--- src/rtl/misr_pkg.sv ---
package misr_pkg;
  typedef struct packed {
    logic loadSeed;
    logic advance;
  } misrStrobes_t;
endpackage

--- src/rtl/misr_ctrl.sv ---
module misr_ctrl
  import misr_pkg::*;
(
  input  logic         clk,
  input  logic         rstN,
  input  logic         seedLoad,
  input  logic         shiftEn,
  output misrStrobes_t strobes
);
  always_comb begin
    strobes.loadSeed = seedLoad;
    strobes.advance  = shiftEn & ~seedLoad;
  end


  seed_priority_chk: assert property (@(posedge clk) disable iff (!rstN)
    seedLoad |-> (strobes.loadSeed && !strobes.advance));


  idle_no_strobe_chk: assert property (@(posedge clk) disable iff (!rstN)
    (!seedLoad && !shiftEn) |-> !strobes.advance && !strobes.loadSeed);


  strobe_exclusive_chk: assert property (@(posedge clk) disable iff (!rstN)
    $onehot0({strobes.loadSeed, strobes.advance}));
endmodule

--- src/rtl/misr_datapath.sv ---
module misr_datapath
  import misr_pkg::*;
#(
  parameter int               WIDTH   = 3,
  parameter logic [WIDTH-1:0] FB_TAPS = 3'b011,
  parameter logic [WIDTH-1:0] SEED    = '0
) (
  input  logic             clk,
  input  logic             rstN,
  input  misrStrobes_t     strobes,
  input  logic [WIDTH-1:0] dataIn,
  output logic [WIDTH-1:0] state
);
  localparam int TOP = WIDTH - 1;

  logic [WIDTH-1:0] nextState;
  logic             feedBit;

  assign feedBit = state[TOP];

  // Stage 0 always takes the feedback; stage i takes its neighbour plus a tap.
  genvar i;
  generate
    for (i = 0; i < WIDTH; i++) begin : g_stage
      if (i == 0) begin : g_first
        assign nextState[i] = feedBit ^ dataIn[i];
      end else begin : g_rest
        assign nextState[i] = state[i-1] ^ (FB_TAPS[i] & feedBit) ^ dataIn[i];
      end
    end
  endgenerate

  always_ff @(posedge clk or negedge rstN) begin
    if (!rstN)                 state <= SEED;
    else if (strobes.loadSeed) state <= SEED;
    else if (strobes.advance)  state <= nextState;
  end

  function automatic logic [WIDTH-1:0] stepRef(input logic [WIDTH-1:0] s,
                                               input logic [WIDTH-1:0] d);
    logic [WIDTH-1:0] shifted;
    shifted = {s[WIDTH-2:0], 1'b0};
    if (s[WIDTH-1]) shifted = shifted ^ (FB_TAPS | {{(WIDTH-1){1'b0}}, 1'b1});
    return shifted ^ d;
  endfunction


  step_update_chk: assert property (@(posedge clk) disable iff (!rstN)
    strobes.advance |=> state == stepRef($past(state), $past(dataIn)));


  seed_load_chk: assert property (@(posedge clk) disable iff (!rstN)
    strobes.loadSeed |=> state == SEED);


  idle_hold_chk: assert property (@(posedge clk) disable iff (!rstN)
    (!strobes.loadSeed && !strobes.advance) |=> $stable(state));
endmodule

--- src/rtl/misr_compactor.sv ---
module misr_compactor
  import misr_pkg::*;
#(
  parameter int               WIDTH    = 3,
  parameter logic [WIDTH-1:0] FB_TAPS  = 3'b011,
  parameter logic [WIDTH-1:0] SEED     = 3'b000,
  parameter logic [WIDTH-1:0] EXPECTED = 3'b101
) (
  input  logic             clk,
  input  logic             rstN,
  input  logic             seedLoad,
  input  logic             shiftEn,
  input  logic [WIDTH-1:0] dataIn,
  output logic [WIDTH-1:0] signature,
  output logic             sigMatch
);
  misrStrobes_t strobes;

  misr_ctrl u_ctrl (
    .clk      (clk),
    .rstN     (rstN),
    .seedLoad (seedLoad),
    .shiftEn  (shiftEn),
    .strobes  (strobes)
  );

  misr_datapath #(
    .WIDTH   (WIDTH),
    .FB_TAPS (FB_TAPS),
    .SEED    (SEED)
  ) u_dp (
    .clk     (clk),
    .rstN    (rstN),
    .strobes (strobes),
    .dataIn  (dataIn),
    .state   (signature)
  );

  assign sigMatch = (signature == EXPECTED);


  reset_seed_chk: assert property (@(posedge clk)
    !rstN |-> signature == SEED);
endmodule

--- config.mk ---
export PLATFORM = sky130hd
export DESIGN_NAME = misr_compactor
export DESIGN_NICKNAME = d
export VERILOG_FILES = /design/src/rtl/misr_pkg.sv /design/src/rtl/misr_ctrl.sv /design/src/rtl/misr_datapath.sv /design/src/rtl/misr_compactor.sv
export SDC_FILE = /design/constraint.sdc
export NUM_CORES = 1
export LEC_CHECK = 0
export ABC_AREA = 1
export BUFFER_PORTS_ARGS = -buffer_cell sky130_fd_sc_hd__buf_2
export CAP_MARGIN = 25
export CORE_AREA = 2 2 39 41
export DETAILED_ROUTE_END_ITERATION = 16
export DIE_AREA = 0 0 41 43
export PLACE_DENSITY = 0.35
export REMOVE_ABC_BUFFERS = 1
export SLEW_MARGIN = 20
export SYNTH_ARGS = -nofsm -noshare
export SYNTH_HDL_FRONTEND = slang
export SYNTH_SLANG_ARGS = --single-unit
export TNS_END_PERCENT = 10
--- constraint.sdc ---
create_clock -name clk -period 1.2 [get_ports clk]
set_input_delay 0.24 -clock clk [delete_from_list [all_inputs] [get_ports clk]]
set_output_delay 0.24 -clock clk [all_outputs]
set_load 0.03 [all_outputs]
==> results of run 1 <==
## cell usage after synthesis
library cell / number / area, µm²
sky130_fd_sc_hd__nand3_1: 3 / 15.0
sky130_fd_sc_hd__nand2_2: 1 / 6.26
sky130_fd_sc_hd__dfrtp_1: 3 / 75.1
sky130_fd_sc_hd__inv_1: 5 / 18.8
sky130_fd_sc_hd__inv_2: 1 / 3.75
sky130_fd_sc_hd__nor2_1: 2 / 7.51
sky130_fd_sc_hd__nand2_1: 5 / 18.8
sky130_fd_sc_hd__o22ai_1: 2 / 12.5
sky130_fd_sc_hd__xnor2_1: 2 / 17.5
## how the worst min path moves through the flow
stage / start / endpoint / slack, ns
6_report: shiftEn / u_dp.state[1] / 0.30
4_1_cts: shiftEn / u_dp.state[1] / 0.30
2_1_floorplan: rstN / u_dp.state[0] / -0.06
5_1_grt: rstN / u_dp.state[0] / 0.32
3_5_place_dp: rstN / u_dp.state[1] / 0.04
3_3_place_gp: rstN / u_dp.state[1] / 0.04
## tightest hold or removal path, cell delays in order
cell                      delay, ns
sky130_fd_sc_hd__buf_2         0.07
sky130_fd_sc_hd__inv_1         0.05
sky130_fd_sc_hd__nand3_1       0.07
sky130_fd_sc_hd__nand2_1       0.06
## metal layers
layer,track usage,up-vias,wire length (µm)
li1,-,112,-
met1,0.0844,76,243
met2,0.0719,12,173
met3,0.0314,2,57
met4,0.100,0,14
met5,0,-,0
## repair_timing
action | 4_1_cts | 5_1_grt
setup endpoints to repair | 1 | 1
hold endpoints to repair | 3 | 0
hold buffers | 1 | 0
cloned | 0 | 0
setup buffers | 3 | 1
resized for setup | 1 | 2
pin swaps | 0 | 2
## final cells by class
| type | count | area share |
|---|---|---|
| Clock buffer | 4 | 0.0824 |
| Sequential cell | 3 | 0.235 |
| Timing Repair Buffer | 15 | 0.298 |
| Multi-Input combinational cell | 15 | 0.251 |
| Inverter | 6 | 0.0706 |
| Tap cell | 16 | 0.0627 |
## power groups by stage
stage,registers [mW],clock network [mW],logic [mW]
finish,0.119,0.179,0.0998
global route,0.119,0.206,0.110
CTS,0.117,0.190,0.0973
detailed placement,0.121,0,0.0789
global placement,0.122,0,0.0799
floorplan,0.137,0,0.0342
## cells by family (layout without fill, tap and decap cells)
family | after synthesis | count (layout) | share of synthesized area
AO/OA/AOI/OAI | 2 | 2 | 0.0714
XOR/XNOR | 2 | 2 | 0.100
AND/OR/NAND/NOR | 11 | 11 | 0.271
buffers and inverters | 6 | 25 | 0.129
flip-flops | 3 | 3 | 0.429
==> summary.json, run 1 <==
{
  "tns_ns": 0,
  "die_height_um": 43,
  "achievable-frequency_mhz": 851,
  "r2r-end": "u_dp.state[1]",
  "p_clk_frac": 0.450,
  "detail_route.wl_per_cell_um": 8.27,
  "largest_register": "u_dp.state",
  "min_path_type": "input pin to register",
  "ys_seq_area_frac": 0.429,
  "fin_ws_ns": 0.0245,
  "tritoncts.num_buffers": 3,
  "critical_path_class": "register to primary output",
  "floorplan.initialDensity": 0.127,
  "ys_types": 9,
  "largest_register_ff_count": 3,
  "number_of_vias_in_the_routed_layout": 202,
  "worstSetupPathDepth": 3,
  "post-route-util": 0.231,
  "biggestRegsByFlops": "u_dp.state (3)",
  "timing.critical_path.max_delay_family": "flip-flops",
  "crit_path_start": "u_dp.state[0]",
  "netlist_instances": 24,
  "reg2reg_launch_point": "u_dp.state[2]",
  "grt_max_degree": 5,
  "global_route.usage.total": 0.0705,
  "mostFrequentLayoutCells": "sky130_fd_sc_hd__buf_2, sky130_fd_sc_hd__buf_4, sky130_fd_sc_hd__inv_1",
  "timing.critical_path.cells": "nand2_2 > nor2_1 > buf_4",
  "clockBufferDepth": 2,
  "ys_warn_count": 0,
  "num_io_pins": 11,
  "fin_nets": 51,
  "timing.reg2reg.worst_path_depth": 8,
  "intPower_mw": 0.281,
  "switching_share": 0.294,
  "p_leak_nw": 0.179,
  "vias_in_the_first_global_route": 192,
  "power.combinational.fraction": 0.251,
  "design_area_um2": 319,
  "final-instance-count-excl-fill": 59,
  "dp_slack_ns": 0.157,
  "antenna_cells": 0,
  "crit_required_ns": 0.96,
  "ir_worst_vdd_mv": 0.434,
  "layout-area-overhead-vs-synth_pct": 82.1,
  "number_of_antenna_violations_at_the_first_check_in_global_routing": 0,
  "gp_routability_congestion": 0.621,
  "dr_drc_count": 0,
  "timing_hold_violations_final": 0,
  "tritoncts": "built",
  "ys_seq_elements": 3,
  "drtPass1Iterations": 4,
  "drtAntennaViolNets": 0,
  "layout_cell_share_with_drive_strength_beyond_1": 0.465,
  "finalHoldWorstSlack_ns": 0.299,
  "totalWireLength_um": 488,
  "htree_num_levels": 1,
  "die-area_mm2": 0.00176,
  "cell_area_after_synthesis_um2": 175,
  "run_status": "finished clean",
  "period_share": 0.980,
  "cts.reportedPaths.clkPinSlew_ns": 0.04,
  "max-slew-margin-rel": 0.893,
  "layout_min_cycle_time_ns": 1.18,
  "final_clock_skew_ns": 0.00129,
  "timing_worst_slew_pin_value_ns": 0.161,
  "cap_viol_max_count": 0,
  "initialDrtViolationCount": 1,
  "portBuffers": 10,
  "endpoint": "sigMatch",
  "reg2reg_slack_ns": 0.12,
  "critical_path.max_fanout": 3,
  "total_switching_power_mw": 0.117,
  "power.total_mw": 0.397,
  "hold_path_depth": 4,
  "power_density_mw_per_mm2": 1250,
  "placeableCoreArea_mm2": 0.00138,
  "postPlaceCellArea_um2": 245,
  "share_seq_of_total_power": 0.299,
  "critical_path.slowest_cell": "sky130_fd_sc_hd__dfrtp_1",
  "number_of_failing_setup_endpoints_in_the_final_timing_report": 0,
  "sequential_cell_area_um2": 75.1,
  "timing.final.max_slew_violations": 0,
  "rsz0062_at_grt": "yes",
  "layout_commonest_cell": "sky130_fd_sc_hd__buf_2",
  "grt_remaining_overflow": 0,
  "clkLatencyLatePin_ns": 0.23,
  "floorplan_row_count": 14,
  "timing.critical_path.from_type": "register",
  "placed_cells": 50,
  "synth.avg_cell_area_um2": 7.30,
  "crit_path_end_kind": "primary output",
  "slowest_delay_ns": 0.37,
  "final.fill_count": 161,
  "die_x_um": 41,
  "footprint_of_the_multi_input_gates_um2": 80.1,
  "critical_path.n_buffers_inverters": 1,
  "clock_tree.root_cell": "sky130_fd_sc_hd__clkbuf_4",
  "grt_first_pass_wirelength_um": 724,
  "drt-vias-per-instance": 3.42,
  "crit_arrival_ns": 0.94,
  "clock_sink_count": 3
}
Power figures use the tool's default switching activity.
==> run 2: changes to the inputs <==
--- a/config.mk
+++ b/config.mk
@@ -5,13 +5,12 @@
 export SDC_FILE = /design/constraint.sdc
 export NUM_CORES = 1
 export LEC_CHECK = 0
-export ABC_AREA = 1
 export BUFFER_PORTS_ARGS = -buffer_cell sky130_fd_sc_hd__buf_2
 export CAP_MARGIN = 25
 export CORE_AREA = 2 2 39 41
 export DETAILED_ROUTE_END_ITERATION = 16
 export DIE_AREA = 0 0 41 43
-export PLACE_DENSITY = 0.35
+export PLACE_DENSITY = 0.33
 export REMOVE_ABC_BUFFERS = 1
 export SLEW_MARGIN = 20
 export SYNTH_ARGS = -nofsm -noshare
==> run 2 against run 1 <==
  * Flip-flop and latch count did not move
  * Largest power group unchanged
  * Via count fell by 14%
  * Non-clock buffer count fell by 1
  * Power rose by 1.5%
  * Design area fell by 4.7%
  * Worst setup slack got worse by 0.025 ns
  * Global-route usage fell by 0.70 points
  * The flow now finishes with violations (setup timing)
==> summary.json, run 2 <==
{
  "run_status": "complete, but fails checks",
  "failed_checks": "setup timing",
  "finalHoldWorstSlack_ns": 0.216,
  "critical_path.slowest_cell": "sky130_fd_sc_hd__dfrtp_1",
  "grt_max_degree": 6,
  "global_route.usage.total": 0.0634,
  "ys_seq_area_frac": 0.469,
  "netlist_instances": 14,
  "timing_hold_violations_final": 0,
  "portBuffers": 10,
  "timing.final.max_slew_violations": 0,
  "fin_ws_ns": -0.000146,
  "synth_top_family_by_area": "XOR/XNOR gates",
  "post_synth_xor_area_fraction": 0.258,
  "tritoncts": "built",
  "dp_slack_ns": 0.139,
  "netlist.top_cell.by_area": "sky130_fd_sc_hd__dfrtp_1",
  "layout_cell_share_with_drive_strength_beyond_1": 0.563,
  "crit_path_end_kind": "primary output",
  "layout_commonest_cell": "sky130_fd_sc_hd__buf_2",
  "power_density_mw_per_mm2": 1330,
  "synth.top_cells.by_area": "sky130_fd_sc_hd__dfrtp_1, sky130_fd_sc_hd__xor3_1, sky130_fd_sc_hd__xnor2_1",
  "crit_arrival_ns": 0.96,
  "timing.critical_path.max_delay_family": "flip-flops",
  "drtAntennaViolNets": 0,
  "clock_tree.root_cell": "sky130_fd_sc_hd__clkbuf_4",
  "initialDrtViolationCount": 0,
  "vias_in_the_first_global_route": 193,
  "die_height_um": 43,
  "p_leak_nw": 0.153,
  "min_path_type": "input pin to register",
  "power.total_mw": 0.403,
  "ys_top_cells_by_count": "sky130_fd_sc_hd__nor2_1, sky130_fd_sc_hd__dfrtp_1, sky130_fd_sc_hd__a211oi_1, sky130_fd_sc_hd__xnor2_1",
  "ir_worst_vdd_mv": 0.225,
  "clockBufferDepth": 2,
  "synth_compound_area_frac": 0.0938,
  "drt-vias-per-instance": 3.60,
  "achievable-frequency_mhz": 833,
  "largest_register_ff_count": 3,
  "biggestRegsByFlops": "u_dp.state (3)",
  "totalWireLength_um": 426,
  "number_of_failing_setup_endpoints_in_the_final_timing_report": 1,
  "synth.avg_cell_area_um2": 11.4,
  "fin_nets": 40,
  "yosys.area.top_type_share": 0.469,
  "yosys.area_share.adder": 0,
  "gp_routability_congestion": 0.546,
  "dr_drc_count": 0,
  "period_share": 1.00,
  "cts.reportedPaths.clkPinSlew_ns": 0.04,
  "floorplan_row_count": 14,
  "synth_flop_cell": "sky130_fd_sc_hd__dfrtp_1",
  "die_x_um": 41,
  "layout-area-overhead-vs-synth_pct": 89.8,
  "layout_min_cycle_time_ns": 1.20,
  "ys_seq_elements": 3,
  "max-slew-margin-rel": 0.870,
  "rsz0062_at_grt": "yes",
  "timing.critical_path.cells": "buf_6 > nand2_2 > nor2_2 > buf_6",
  "critical_path.n_buffers_inverters": 2,
  "ys_types": 7,
  "mostFrequentLayoutCells": "sky130_fd_sc_hd__buf_2, sky130_fd_sc_hd__nor2_1, sky130_fd_sc_hd__clkbuf_4, sky130_fd_sc_hd__dfrtp_1",
  "slowest_delay_ns": 0.35,
  "synth-simple-area-share": 0.117,
  "clkLatencyLatePin_ns": 0.23,
  "crit_required_ns": 0.96,
  "synth.area.mux_share": 0.0625,
  "timing_worst_slew_pin_value_ns": 0.194,
  "critical_path_class": "register to primary output",
  "final.fill_count": 155,
  "floorplan.initialDensity": 0.116,
  "tritoncts.num_buffers": 3,
  "cell_area_after_synthesis_um2": 160,
  "placeableCoreArea_mm2": 0.00138,
  "postPlaceCellArea_um2": 238,
  "clock_sink_count": 3,
  "die-area_mm2": 0.00176,
  "design_area_um2": 304,
  "synth_most_common_cell": "sky130_fd_sc_hd__nor2_1",
  "final_clock_skew_ns": 0.00241,
  "cpMostUsedCell": "sky130_fd_sc_hd__buf_6",
  "detail_route.wl_per_cell_um": 8.88,
  "ys_warn_count": 0,
  "post-route-util": 0.220,
  "number_of_vias_in_the_routed_layout": 173,
  "grt_remaining_overflow": 0,
  "cap_viol_max_count": 0,
  "largest_register": "u_dp.state",
  "post_synth_edffs": 0,
  "num_io_pins": 11,
  "ys_async_sr_fraction": 1.00,
  "htree_num_levels": 1,
  "antenna_cells": 0,
  "timing.critical_path.from_type": "register",
  "drtPass1Iterations": 1,
  "critical_path.max_fanout": 4,
  "grt_first_pass_wirelength_um": 669,
  "number_of_antenna_violations_at_the_first_check_in_global_routing": 0
}
## run 2: changes by cell type after synthesis, sizes merged
| cell | before | now |
|---|---|---|
| inv | 6 | 0 |
| mux2i | 0 | 1 |
| nand3 | 3 | 0 |
| nor2 | 2 | 4 |
| nand2 | 6 | 1 |
| xor3 | 0 | 1 |
| o22ai | 2 | 0 |
| a211oi | 0 | 2 |
## run 2: worst paths after layout
kind | startpoint | end | slack, ns | cells past startpoint
max | u_dp.state[2] | sigMatch | -0.0001 | 4
min | seedLoad | u_dp.state[1] | 0.22 | 2
max reg2reg | u_dp.state[2] | u_dp.state[0] | 0.12 | 4
min reg2reg | u_dp.state[1] | u_dp.state[1] | 0.61 | 2
max in group asynchronous | rstN | u_dp.state[2] | 0.75 | 2
min in group asynchronous | rstN | u_dp.state[1] | 0.33 | 2
## run 2: kinds of logic (layout without fill, tap and decap cells)
| kind of cell | after synthesis | in the layout |
|---|---|---|
| AOI/OAI and AO/OA | 2 | 2 |
| xor gates and xnor gates | 3 | 3 |
| and+or+nand+nor | 5 | 5 |
| muxes | 1 | 1 |
| buffers and inverters | 0 | 18 |
| DFF | 3 | 3 |
## run 2: worst reg2reg max path, delay by kind of cell, from the launching register on
kind / cells / cell delay (ns)
xor+xnor: 1 / 0.12
buf+inv: 2 / 0.25
flops: 1 / 0.38
compound gates: 1 / 0.23
## run 2: cell type report
class | count | area, µm² | share of cell area
Multi-Input combinational cell | 11 | 90.1 | 0.296
Tap cell | 16 | 20.0 | 0.0658
Clock buffer | 4 | 26.3 | 0.0864
Sequential cell | 3 | 75.1 | 0.247
Timing Repair Buffer | 14 | 92.6 | 0.305
## run 2: layer usage
metal	global-route usage	share of wire	up-vias
li1	-	-	86
met1	0.0552	0.38	77
met2	0.0875	0.49	10
met3	0.0471	0.12	0
met4	0.0600	0	0
met5	0	0	-
## run 2: through the flow
stage,TNS [ns],std cells
CTS,-0.0211,48
global placement,0,41
global route,-0.0818,48
floorplan,-0.191,14
finish,-0.000146,48
detailed placement,0,41
## run 2: power by group
part	switching [mW]	internal [mW]	total, mW
clock	0.0498	0.124	0.174
sequential	0.0106	0.111	0.122
combinational	0.0515	0.0556	0.107
## run 2: what timing repair did
item,in CTS,in global routing
gates resized for setup,3,2
setup buffers,2,0
endpoints found under the setup margin,1,2
pin swaps,0,1
hold buffers,1,0
endpoints found under the hold margin,3,0
==> run 3: changes to the inputs <==
--- a/config.mk
+++ b/config.mk
@@ -11,6 +11,7 @@
 export DETAILED_ROUTE_END_ITERATION = 16
 export DIE_AREA = 0 0 41 43
 export PLACE_DENSITY = 0.33
+export RECOVER_POWER = 25
 export REMOVE_ABC_BUFFERS = 1
 export SLEW_MARGIN = 20
 export SYNTH_ARGS = -nofsm -noshare
==> run 3 against run 2 <==
  * The flow still finishes with violations (setup timing)
  * Worst setup slack about the same
  * Fmax unchanged
  * Die area unchanged
  * First-iteration DRC count unchanged
  * Clock power about the same
  * Critical path depth unchanged
  * Power decreased by 0.11%
  * Critical endpoint unchanged
  * Largest cell class unchanged
  * Largest power group unchanged
==> summary.json, run 3 (synthesis gave the netlist of run 2 again) <==
{
  "clock_sink_count": 3,
  "cts.reportedPaths.clkPinSlew_ns": 0.04,
  "timing_worst_slew_pin_value_ns": 0.194,
  "failed_checks": "setup timing",
  "grt_first_pass_wirelength_um": 669,
  "clockBufferDepth": 2,
  "largest_register_ff_count": 3,
  "drtAntennaViolNets": 0,
  "critical_path_class": "register to primary output",
  "power_density_mw_per_mm2": 1330,
  "ir_worst_vdd_mv": 0.220,
  "die-area_mm2": 0.00176,
  "antenna_cells": 0,
  "drt-vias-per-instance": 3.60,
  "p_leak_nw": 0.151,
  "final-instance-count-excl-fill": 48,
  "totalWireLength_um": 426,
  "timing_hold_violations_final": 0,
  "biggestRegsByFlops": "u_dp.state (3)",
  "gr-usage-met2": 0.0875,
  "layout_commonest_cell": "sky130_fd_sc_hd__buf_2",
  "layout-area-overhead-vs-synth_pct": 89.1,
  "layout_min_cycle_time_ns": 1.20,
  "tritoncts.num_buffers": 3,
  "achievable-frequency_mhz": 833,
  "die_height_um": 43,
  "rsz0062_at_grt": "yes",
  "max-slew-margin-rel": 0.870,
  "postPlaceCellArea_um2": 238,
  "gp_routability_congestion": 0.546,
  "final.fill_count": 155,
  "floorplan.initialDensity": 0.116,
  "design_area_um2": 303,
  "crit_path_end_kind": "primary output",
  "grt_remaining_overflow": 0,
  "number_of_vias_in_the_routed_layout": 173,
  "vias_in_the_first_global_route": 193,
  "number_of_failing_setup_endpoints_in_the_final_timing_report": 1,
  "drtPass1Iterations": 1,
  "sequential_cell_area_um2": 75.1,
  "die_x_um": 41,
  "floorplan_row_count": 14,
  "dr_drc_count": 0,
  "critical_path.max_fanout": 4,
  "run_status": "complete, but fails checks",
  "htree_num_levels": 1,
  "detail_route.wl_per_cell_um": 8.88,
  "global_route.usage.total": 0.0634,
  "clkLatencyLatePin_ns": 0.23,
  "crit_arrival_ns": 0.96,
  "finalHoldWorstSlack_ns": 0.216,
  "post-route-util": 0.219,
  "fin_ws_ns": -0.000146,
  "grt_max_degree": 6,
  "use_met3": 0.0471,
  "timing.critical_path.from_type": "register",
  "final_clock_skew_ns": 0.00241,
  "footprint_of_the_multi_input_gates_um2": 90.1,
  "period_share": 1.00,
  "portBuffers": 10,
  "placed_cells": 41,
  "initialDrtViolationCount": 0,
  "tritoncts": "built",
  "mostFrequentLayoutCells": "sky130_fd_sc_hd__buf_2, sky130_fd_sc_hd__nor2_1, sky130_fd_sc_hd__clkbuf_4, sky130_fd_sc_hd__dfrtp_1",
  "cap_viol_max_count": 0,
  "number_of_antenna_violations_at_the_first_check_in_global_routing": 0,
  "gr-usage-met1": 0.0552,
  "timing.final.max_slew_violations": 0,
  "min_path_type": "input pin to register",
  "largest_register": "u_dp.state",
  "power.total_mw": 0.403,
  "crit_required_ns": 0.96,
  "fin_nets": 40,
  "busiest_layer": "met2",
  "clock_tree.root_cell": "sky130_fd_sc_hd__clkbuf_4",
  "placeableCoreArea_mm2": 0.00138,
  "num_io_pins": 11,
  "layout_cell_share_with_drive_strength_beyond_1": 0.531
}
==> run 3: path summary, 6_finish.rpt <==
| kind | slack [ns] | start | end | cells after the start |
|---|---|---|---|---|
| worst max-delay path | -0.0001 | u_dp.state[2] | sigMatch | 4 |
| worst min-delay path | 0.22 | seedLoad | u_dp.state[1] | 2 |
| worst max register to register | 0.12 | u_dp.state[2] | u_dp.state[0] | 4 |
| worst min register to register | 0.61 | u_dp.state[1] | u_dp.state[1] | 2 |
| max in group asynchronous | 0.68 | rstN | u_dp.state[2] | 2 |
| min in group asynchronous | 0.35 | rstN | u_dp.state[1] | 2 |
==> run 3: power by group <==
part / switching [mW] / internal, mW
Clock: 0.0498 / 0.124
Sequential: 0.0106 / 0.111
Combinational: 0.0515 / 0.0552
Total: 0.112 / 0.291
==> run 3: routing by layer <==
| layer | wire [µm] | part of all wire |
|---|---|---|
| met1 | 164 | 0.38 |
| met4 | 0 | 0 |
| met2 | 209 | 0.49 |
| met3 | 53 | 0.12 |
| met5 | 0 | 0 |
==> run 3: critical path, cell delays in order (launching register included) <==
cell                      delay (ns)
sky130_fd_sc_hd__dfrtp_1        0.35
sky130_fd_sc_hd__buf_6          0.11
sky130_fd_sc_hd__nand2_2        0.04
sky130_fd_sc_hd__nor2_2         0.09
sky130_fd_sc_hd__buf_6          0.13
==> run 3: through the flow <==
| stage | worst slack (ns) | setup TNS, ns |
|---|---|---|
| floorplan | -0.104 | -0.191 |
| global placement | 0.138 | 0 |
| detailed placement | 0.139 | 0 |
| CTS | -0.0211 | -0.0211 |
| global route | -0.0818 | -0.0818 |
| finish | -0.000146 | -0.000146 |
==> run 3: what timing repair did <==
| action | CTS | global route |
|---|---|---|
| setup buffers | 2 | 0 |
| endpoints found under the setup margin | 1 | 2 |
| pin swaps | 0 | 1 |
| hold buffers | 1 | 0 |
| hold endpoints to repair | 3 | 0 |
| resized for setup | 3 | 2 |
==> run 3: cell type report <==
cell class                      instances  share of cell area
Timing Repair Buffer                   14               0.302
Sequential cell                         3               0.248
Clock buffer                            4              0.0868
Multi-Input combinational cell         11               0.298
Tap cell                               16              0.0661
